===== src/rtl/adc3_pkg.sv =====
package adc3_pkg;
  localparam int unsigned RES_W     = 12;
  localparam int unsigned NCH       = 3;
  localparam int unsigned AW        = 3;
  localparam int unsigned FRAME_LEN = 15;
  localparam int unsigned HALF      = RES_W / 2;
  localparam int unsigned LO_LAST   = HALF;
  localparam int unsigned WR_EDGE   = HALF + 1;
  localparam int unsigned HI_FIRST  = FRAME_LEN - HALF + 1;
  localparam int unsigned OUT_W     = NCH * RES_W;

  typedef logic [3:0]       edge_t;
  typedef logic [RES_W-1:0] res_t;
endpackage


===== src/rtl/adc3_tick.sv =====
module adc3_tick #(
  parameter int unsigned DIV = 8
) (
  input  logic clk_i,
  input  logic rst_ni,
  output logic tick_o
);
  if (DIV <= 1) begin : g_nodiv
    assign tick_o = 1'b1;
  end else begin : g_div
    localparam int unsigned CW = $clog2(DIV);
    logic [CW-1:0] cnt_q;
    always_ff @(posedge clk_i or negedge rst_ni) begin
      if (!rst_ni)                     cnt_q <= '0;
      else if (cnt_q == CW'(DIV - 1))  cnt_q <= '0;
      else                             cnt_q <= cnt_q + 1'b1;
    end
    assign tick_o = (cnt_q == CW'(DIV - 1));

    a_r1_tick_spacing: assert property (@(posedge clk_i) disable iff (!rst_ni)
      tick_o |=> !tick_o);
  end
endmodule


===== src/rtl/adc3_addr.sv =====
module adc3_addr #(
  parameter int unsigned N  = 3,
  parameter int unsigned AW = 3,
  parameter logic [N*AW-1:0] INIT = 9'b001_101_010
) (
  input  logic          clk_i,
  input  logic          rst_ni,
  input  logic          reload_i,
  input  logic          rotate_i,
  output logic [AW-1:0] cur_o
);
  localparam int unsigned TW = N * AW;
  logic [TW-1:0] q;

  always_ff @(posedge clk_i or negedge rst_ni) begin
    if (!rst_ni)       q <= INIT;
    else if (reload_i) q <= INIT;
    else if (rotate_i) q <= {q[TW-AW-1:0], q[TW-1 -: AW]};
  end

  assign cur_o = q[TW-1 -: AW];

  a_r3_addr_weight: assert property (@(posedge clk_i) disable iff (!rst_ni)
    $countones(q) == $countones(INIT));
endmodule


===== src/rtl/adc3_slots.sv =====
module adc3_slots #(
  parameter int unsigned N = 3,
  parameter int unsigned W = 12
) (
  input  logic           clk_i,
  input  logic           rst_ni,
  input  logic           clr_i,
  input  logic           wr_i,
  input  logic [W-1:0]   data_i,
  output logic [N*W-1:0] dout_o
);
  localparam int unsigned PW = (N > 1) ? $clog2(N) : 1;
  logic [PW-1:0] ptr_q;
  logic [N-1:0]  wr_vec;

  always_ff @(posedge clk_i or negedge rst_ni) begin
    if (!rst_ni)    ptr_q <= '0;
    else if (clr_i) ptr_q <= '0;
    else if (wr_i)  ptr_q <= (ptr_q == PW'(N - 1)) ? '0 : ptr_q + 1'b1;
  end

  for (genvar i = 0; i < N; i++) begin : g_slot
    logic [W-1:0] slot_q;
    assign wr_vec[i] = wr_i && (ptr_q == PW'(i));
    always_ff @(posedge clk_i or negedge rst_ni) begin
      if (!rst_ni)        slot_q <= '0;
      else if (wr_vec[i]) slot_q <= data_i;
    end
    // slot 0 sits in the top bits
    assign dout_o[(N-1-i)*W +: W] = slot_q;
  end

  a_r5_one_slot: assert property (@(posedge clk_i) disable iff (!rst_ni)
    $onehot0(wr_vec));
  a_r5_ptr_range: assert property (@(posedge clk_i) disable iff (!rst_ni)
    ptr_q <= PW'(N - 1));
endmodule


===== src/rtl/adc3_poller.sv =====
module adc3_poller
  import adc3_pkg::*;
#(
  parameter int unsigned CLK_DIV = 8,
  parameter logic [NCH*AW-1:0] ADDR_INIT = 9'b001_101_010
) (
  input  logic             clk_i,
  input  logic             rst_ni,
  input  logic             restart_i,
  input  logic             adc_miso_i,
  output logic             adc_sclk_o,
  output logic             adc_cs_o,
  output logic             adc_mosi_o,
  output logic [OUT_W-1:0] samples_o
);
  logic tick;
  logic pend_q, high_q, ready_q, hist_q;
  edge_t edge_q;
  logic [HALF-1:0] lo_q, hi_q;
  logic sclk_q, cs_q, mosi_q;
  logic [AW-1:0] addr;
  logic ctrl_bit;
  logic do_rst, fall, rise, wr;

  adc3_tick #(.DIV(CLK_DIV)) u_tick (
    .clk_i (clk_i), .rst_ni(rst_ni), .tick_o(tick)
  );

  assign do_rst = tick && pend_q;
  assign fall   = tick && !pend_q && !high_q;
  assign rise   = tick && !pend_q && high_q;
  assign wr     = rise && (edge_q == edge_t'(WR_EDGE)) && ready_q;

  adc3_addr #(.N(NCH), .AW(AW), .INIT(ADDR_INIT)) u_addr (
    .clk_i   (clk_i),
    .rst_ni  (rst_ni),
    .reload_i(do_rst),
    .rotate_i(fall && (edge_q == edge_t'(4))),
    .cur_o   (addr)
  );

  adc3_slots #(.N(NCH), .W(RES_W)) u_slots (
    .clk_i (clk_i),
    .rst_ni(rst_ni),
    .clr_i (do_rst),
    .wr_i  (wr),
    .data_i({hi_q, lo_q}),
    .dout_o(samples_o)
  );

  // command bit for the serial period being started
  always_comb begin
    case (edge_q)
      edge_t'(1): ctrl_bit = 1'b1;
      edge_t'(2): ctrl_bit = addr[2];
      edge_t'(3): ctrl_bit = addr[1];
      edge_t'(4): ctrl_bit = addr[0];
      edge_t'(6): ctrl_bit = 1'b1;
      default:    ctrl_bit = 1'b0;
    endcase
  end

  always_ff @(posedge clk_i or negedge rst_ni) begin
    if (!rst_ni) begin
      pend_q  <= 1'b1;
      edge_q  <= edge_t'(1);
      high_q  <= 1'b0;
      ready_q <= 1'b0;
      hist_q  <= 1'b0;
      lo_q    <= '0;
      hi_q    <= '0;
      sclk_q  <= 1'b0;
      cs_q    <= 1'b0;
      mosi_q  <= 1'b0;
    end else if (do_rst) begin
      cs_q    <= 1'b0;
      ready_q <= 1'b0;
      pend_q  <= 1'b0;
      edge_q  <= edge_t'(1);
      high_q  <= 1'b0;
    end else if (fall) begin
      sclk_q <= 1'b0;
      cs_q   <= 1'b1;
      mosi_q <= ctrl_bit;
      high_q <= 1'b1;
    end else if (rise) begin
      sclk_q <= 1'b1;
      high_q <= 1'b0;
      if (edge_q <= edge_t'(LO_LAST))  lo_q <= {lo_q[HALF-2:0], adc_miso_i};
      if (edge_q >= edge_t'(HI_FIRST)) hi_q <= {hi_q[HALF-2:0], adc_miso_i};
      if (edge_q == edge_t'(WR_EDGE))  ready_q <= 1'b1;
      if (edge_q == edge_t'(FRAME_LEN)) begin
        hist_q <= restart_i;
        if (restart_i && !hist_q) pend_q <= 1'b1;
        edge_q <= edge_t'(1);
      end else begin
        edge_q <= edge_q + 4'd1;
      end
    end
  end

  assign adc_sclk_o = sclk_q;
  assign adc_cs_o   = cs_q;
  assign adc_mosi_o = mosi_q;

  a_r1_sclk_on_tick: assert property (@(posedge clk_i) disable iff (!rst_ni)
    !tick |=> $stable(adc_sclk_o));
  a_r2_mosi_low_half: assert property (@(posedge clk_i) disable iff (!rst_ni)
    !$stable(adc_mosi_o) |-> !adc_sclk_o);
  a_r8_cs_one_tick: assert property (@(posedge clk_i) disable iff (!rst_ni)
    (!adc_cs_o && tick && !pend_q) |=> adc_cs_o);
  a_r6_write_on_rise: assert property (@(posedge clk_i) disable iff (!rst_ni)
    !$stable(samples_o) |-> $rose(adc_sclk_o));
endmodule


===== config.mk =====
export PLATFORM = sky130hd
export DESIGN_NAME = adc3_poller
export DESIGN_NICKNAME = d
export VERILOG_FILES = /design/src/rtl/adc3_pkg.sv /design/src/rtl/adc3_tick.sv /design/src/rtl/adc3_addr.sv /design/src/rtl/adc3_slots.sv /design/src/rtl/adc3_poller.sv
export SDC_FILE = /design/constraint.sdc
export NUM_CORES = 1
export LEC_CHECK = 0
export CORE_MARGIN = 5
export CORE_UTILIZATION = 30
export CTS_CLUSTER_DIAMETER = 120
export DETAILED_ROUTE_END_ITERATION = 10
export PLACE_DENSITY = 0.58
export SLEW_MARGIN = 20
export SYNTH_ARGS = -nofsm -noshare
export SYNTH_HDL_FRONTEND = slang
export SYNTH_SLANG_ARGS = --single-unit

===== constraint.sdc =====
create_clock -name clk_i -period 2.9 [get_ports clk_i]
set_input_delay 0.29 -clock clk_i [delete_from_list [all_inputs] [get_ports clk_i]]
set_output_delay 0.29 -clock clk_i [all_outputs]
set_load 0.02 [all_outputs]

==> flow_summary.json <==
{
  "synth_edf_count": 0,
  "synthTopCellsByArea": "dfrtp_1 54%, mux2_2 14%, dfstp_2 5.1%",
  "die_x_microns": 111,
  "synth.largest_area_cell": "dfrtp_1",
  "antenna_cells": 0,
  "async_flop_share": 1.00,
  "wl_per_cell_microns": 14.9,
  "syn_to_final_growth_pct": 26.8,
  "routed_wl_microns": 6260,
  "synth_cells": 227,
  "fin_worst_skew_ps": 12.8,
  "layout.nets": 288,
  "grt_pass1_vias": 2003,
  "postRouteAntennaNets": 0,
  "clk_latency_ps": 360,
  "numPortBuffers": 42,
  "cp.required_ps": 3140,
  "layout_setup_ws_ps": 529,
  "design_area_sq_um": 3900,
  "final-hold-violation-count": 0,
  "synth-main-ff-cell": "dfrtp_1",
  "fin_crit_sh": 0.818,
  "yosysWarnings": 0,
  "pre_cts_slack_ps": 529,
  "grt_first_pass_wirelength_microns": 10600,
  "nFillCells": 982,
  "slew_violations": 0,
  "grt_overflow": 0,
  "clockRootBuffer": "clkbuf_8",
  "max_freq_mhz": 422,
  "layout-drive-gt1-share": 0.300,
  "rows": 37,
  "start_util": 0.302,
  "grt_setup_unrepaired": "false",
  "worstHoldPathType": "register to register",
  "tightest_slew_ps": 666,
  "clk_pin_slew_worst_paths_ps": 70,
  "first_pass_iters": 4,
  "synth.distinct_cells": 40,
  "ir_drop_v": 0.000254,
  "drt_iter0_drc": 116,
  "final_cells": 419,
  "syn_nets": 237,
  "grt_max_degree": 49,
  "core_sq_um": 10200,
  "ys_ff_latch": 73,
  "numCtsBuffers": 9,
  "route.detailed.drc": 0,
  "clock-sinks": 73,
  "endpoint_kind": "register",
  "die-area_sq_um": 12400,
  "ys_seq_area_frac": 0.596,
  "grtUsageTotal": 0.106,
  "via_per_inst": 4.73,
  "timing.final.crit_period_ps": 2370,
  "cp_max_fo": 16,
  "status": "completed",
  "slew_headroom": 0.554,
  "cts_tree": "yes",
  "leakage_nw": 1.77,
  "holdWs_ps": 442,
  "power.density_nw_per_um2": 502,
  "synth.avg_cell_area_sq_um": 13.6,
  "vias": 1983,
  "dp_cells": 402,
  "fp.dieH_microns": 111,
  "criticalPathCategory": "register to register",
  "setup_tns_ps": 0,
  "synth_area_sq_um": 3080,
  "netlist.area_leader.share": 0.545,
  "cts_max_level": 3,
  "maxCapViolations": 0,
  "finalSetupViolCount": 0,
  "placed_area_sq_um": 3680,
  "place_congestion": 0.758,
  "dp_hpwl_microns": 4270,
  "io_pins": 43,
  "cts.path.max_buffers": 2,
  "worstPathArrival_ps": 2610,
  "antenna_found_initial": 0,
  "startpoint_type": "register"
}
## metrics by stage
step                      utilization  power (mW)
after floorplan                     -        1.10
after global placement          0.362        1.15
after detailed placement        0.362        1.15
after CTS                       0.383        1.99
after global routing            0.383        2.05
final                           0.383        1.96
## critical path, cell delays in order (launching register included)
cell	delay [ps]
dfrtp_1	350
ha_1	150
ha_1	510
nand3b_4	110
or4_1	570
buf_4	240
mux2_4	300
## state kept, by name (all words and copies together) (netlist names), 2 cells and up
| register | cells |
|---|---|
| edge_q | 4 |
| hi_q | 6 |
| lo_q | 6 |
| u_addr.q | 9 |
| u_slots.g_slot.slot_q | 36 |
| u_slots.ptr_q | 2 |
| u_tick.g_div.cnt_q | 3 |
## path summary, 6_finish.rpt
| path | start | slack (ps) | endpoint | cells after the start |
|---|---|---|---|---|
| worst min register to register | u_tick.g_div.cnt_q[0] | 440 | u_tick.g_div.cnt_q[0] | 1 |
| worst min-delay path | u_tick.g_div.cnt_q[0] | 440 | u_tick.g_div.cnt_q[0] | 1 |
| min in group asynchronous | rst_ni | 470 | u_slots.g_slot[2].slot_q[2] | 2 |
| worst max-delay path | u_tick.g_div.cnt_q[0] | 530 | u_slots.g_slot[0].slot_q[4] | 6 |
| max in group asynchronous | rst_ni | 1710 | u_addr.q[5] | 3 |
| worst max register to register | u_tick.g_div.cnt_q[0] | 530 | u_slots.g_slot[0].slot_q[4] | 6 |
## Yosys cell counts (2+ instances only)
| master | n |
|---|---|
| a21oi_1 | 9 |
| and3_1 | 2 |
| buf_2 | 3 |
| clkbuf_1 | 7 |
| dfrtp_1 | 67 |
| dfstp_2 | 6 |
| ha_1 | 6 |
| inv_1 | 8 |
| mux2_2 | 39 |
| mux2_4 | 9 |
| nand2_1 | 8 |
| nand2b_1 | 2 |
| nand3_1 | 14 |
| nor2_1 | 4 |
| o21a_1 | 2 |
| o21ai_0 | 14 |
| o22ai_1 | 2 |
| o2bb2ai_1 | 2 |
| or3b_2 | 2 |
## layout by cell type (no fill, tap or decap), types with 2 or more instances in the layout
master and count:
dfrtp_1 67, clkdlybuf4s50_1 41, mux2_2 39, o21ai_0 14
nand3_1 14, clkbuf_8 10, a21oi_1 9, mux2_4 9
inv_1 8, nand2_1 8, buf_4 7, ha_1 6
dfstp_2 6, nor2_1 4, inv_6 3, or3b_2 2
and3_1 2, nand2b_1 2, o2bb2ai_1 2, o22ai_1 2
o21a_1 2
## report_power, final
| group | switching (mW) | internal, mW |
|---|---|---|
| registers | 0.0173 | 1.04 |
| logic | 0.0425 | 0.0273 |
| clock network | 0.402 | 0.431 |
| total | 0.462 | 1.50 |
## cells by family after synthesis
logic type / synth area share
flip-flops: 0.596
AO/OA/AOI/OAI: 0.0728
adder cells (fa/ha/maj): 0.0244
multiplexers: 0.190
buffers and inverters: 0.0268
AND/OR/NAND/NOR: 0.0898
## cell type report
cell class | instances | area [sq um] | area share
inverters | 8 | 30.0 | 0.00769
clock inverters | 6 | 72.6 | 0.0186
multi-input cells | 135 | 1160 | 0.297
flip-flops and latches | 73 | 1830 | 0.470
clock buffers | 10 | 138 | 0.0353
well taps | 136 | 170 | 0.0436
repair buffers | 51 | 498 | 0.128
## metal layers
metal | share of wire | track usage | routed length, microns
met4 | 0.021 | 0.0462 | 132
met5 | 0 | 0 | 0
met2 | 0.46 | 0.162 | 2880
met1 | 0.47 | 0.139 | 2940
met3 | 0.049 | 0.0333 | 309
## timing repair
item | CTS | global route
gates resized for setup | 0 | 0
setup buffers | 0 | 0
hold endpoints to repair | 23 | 0
hold buffers | 1 | 0
(Power assumes the default switching activity.)
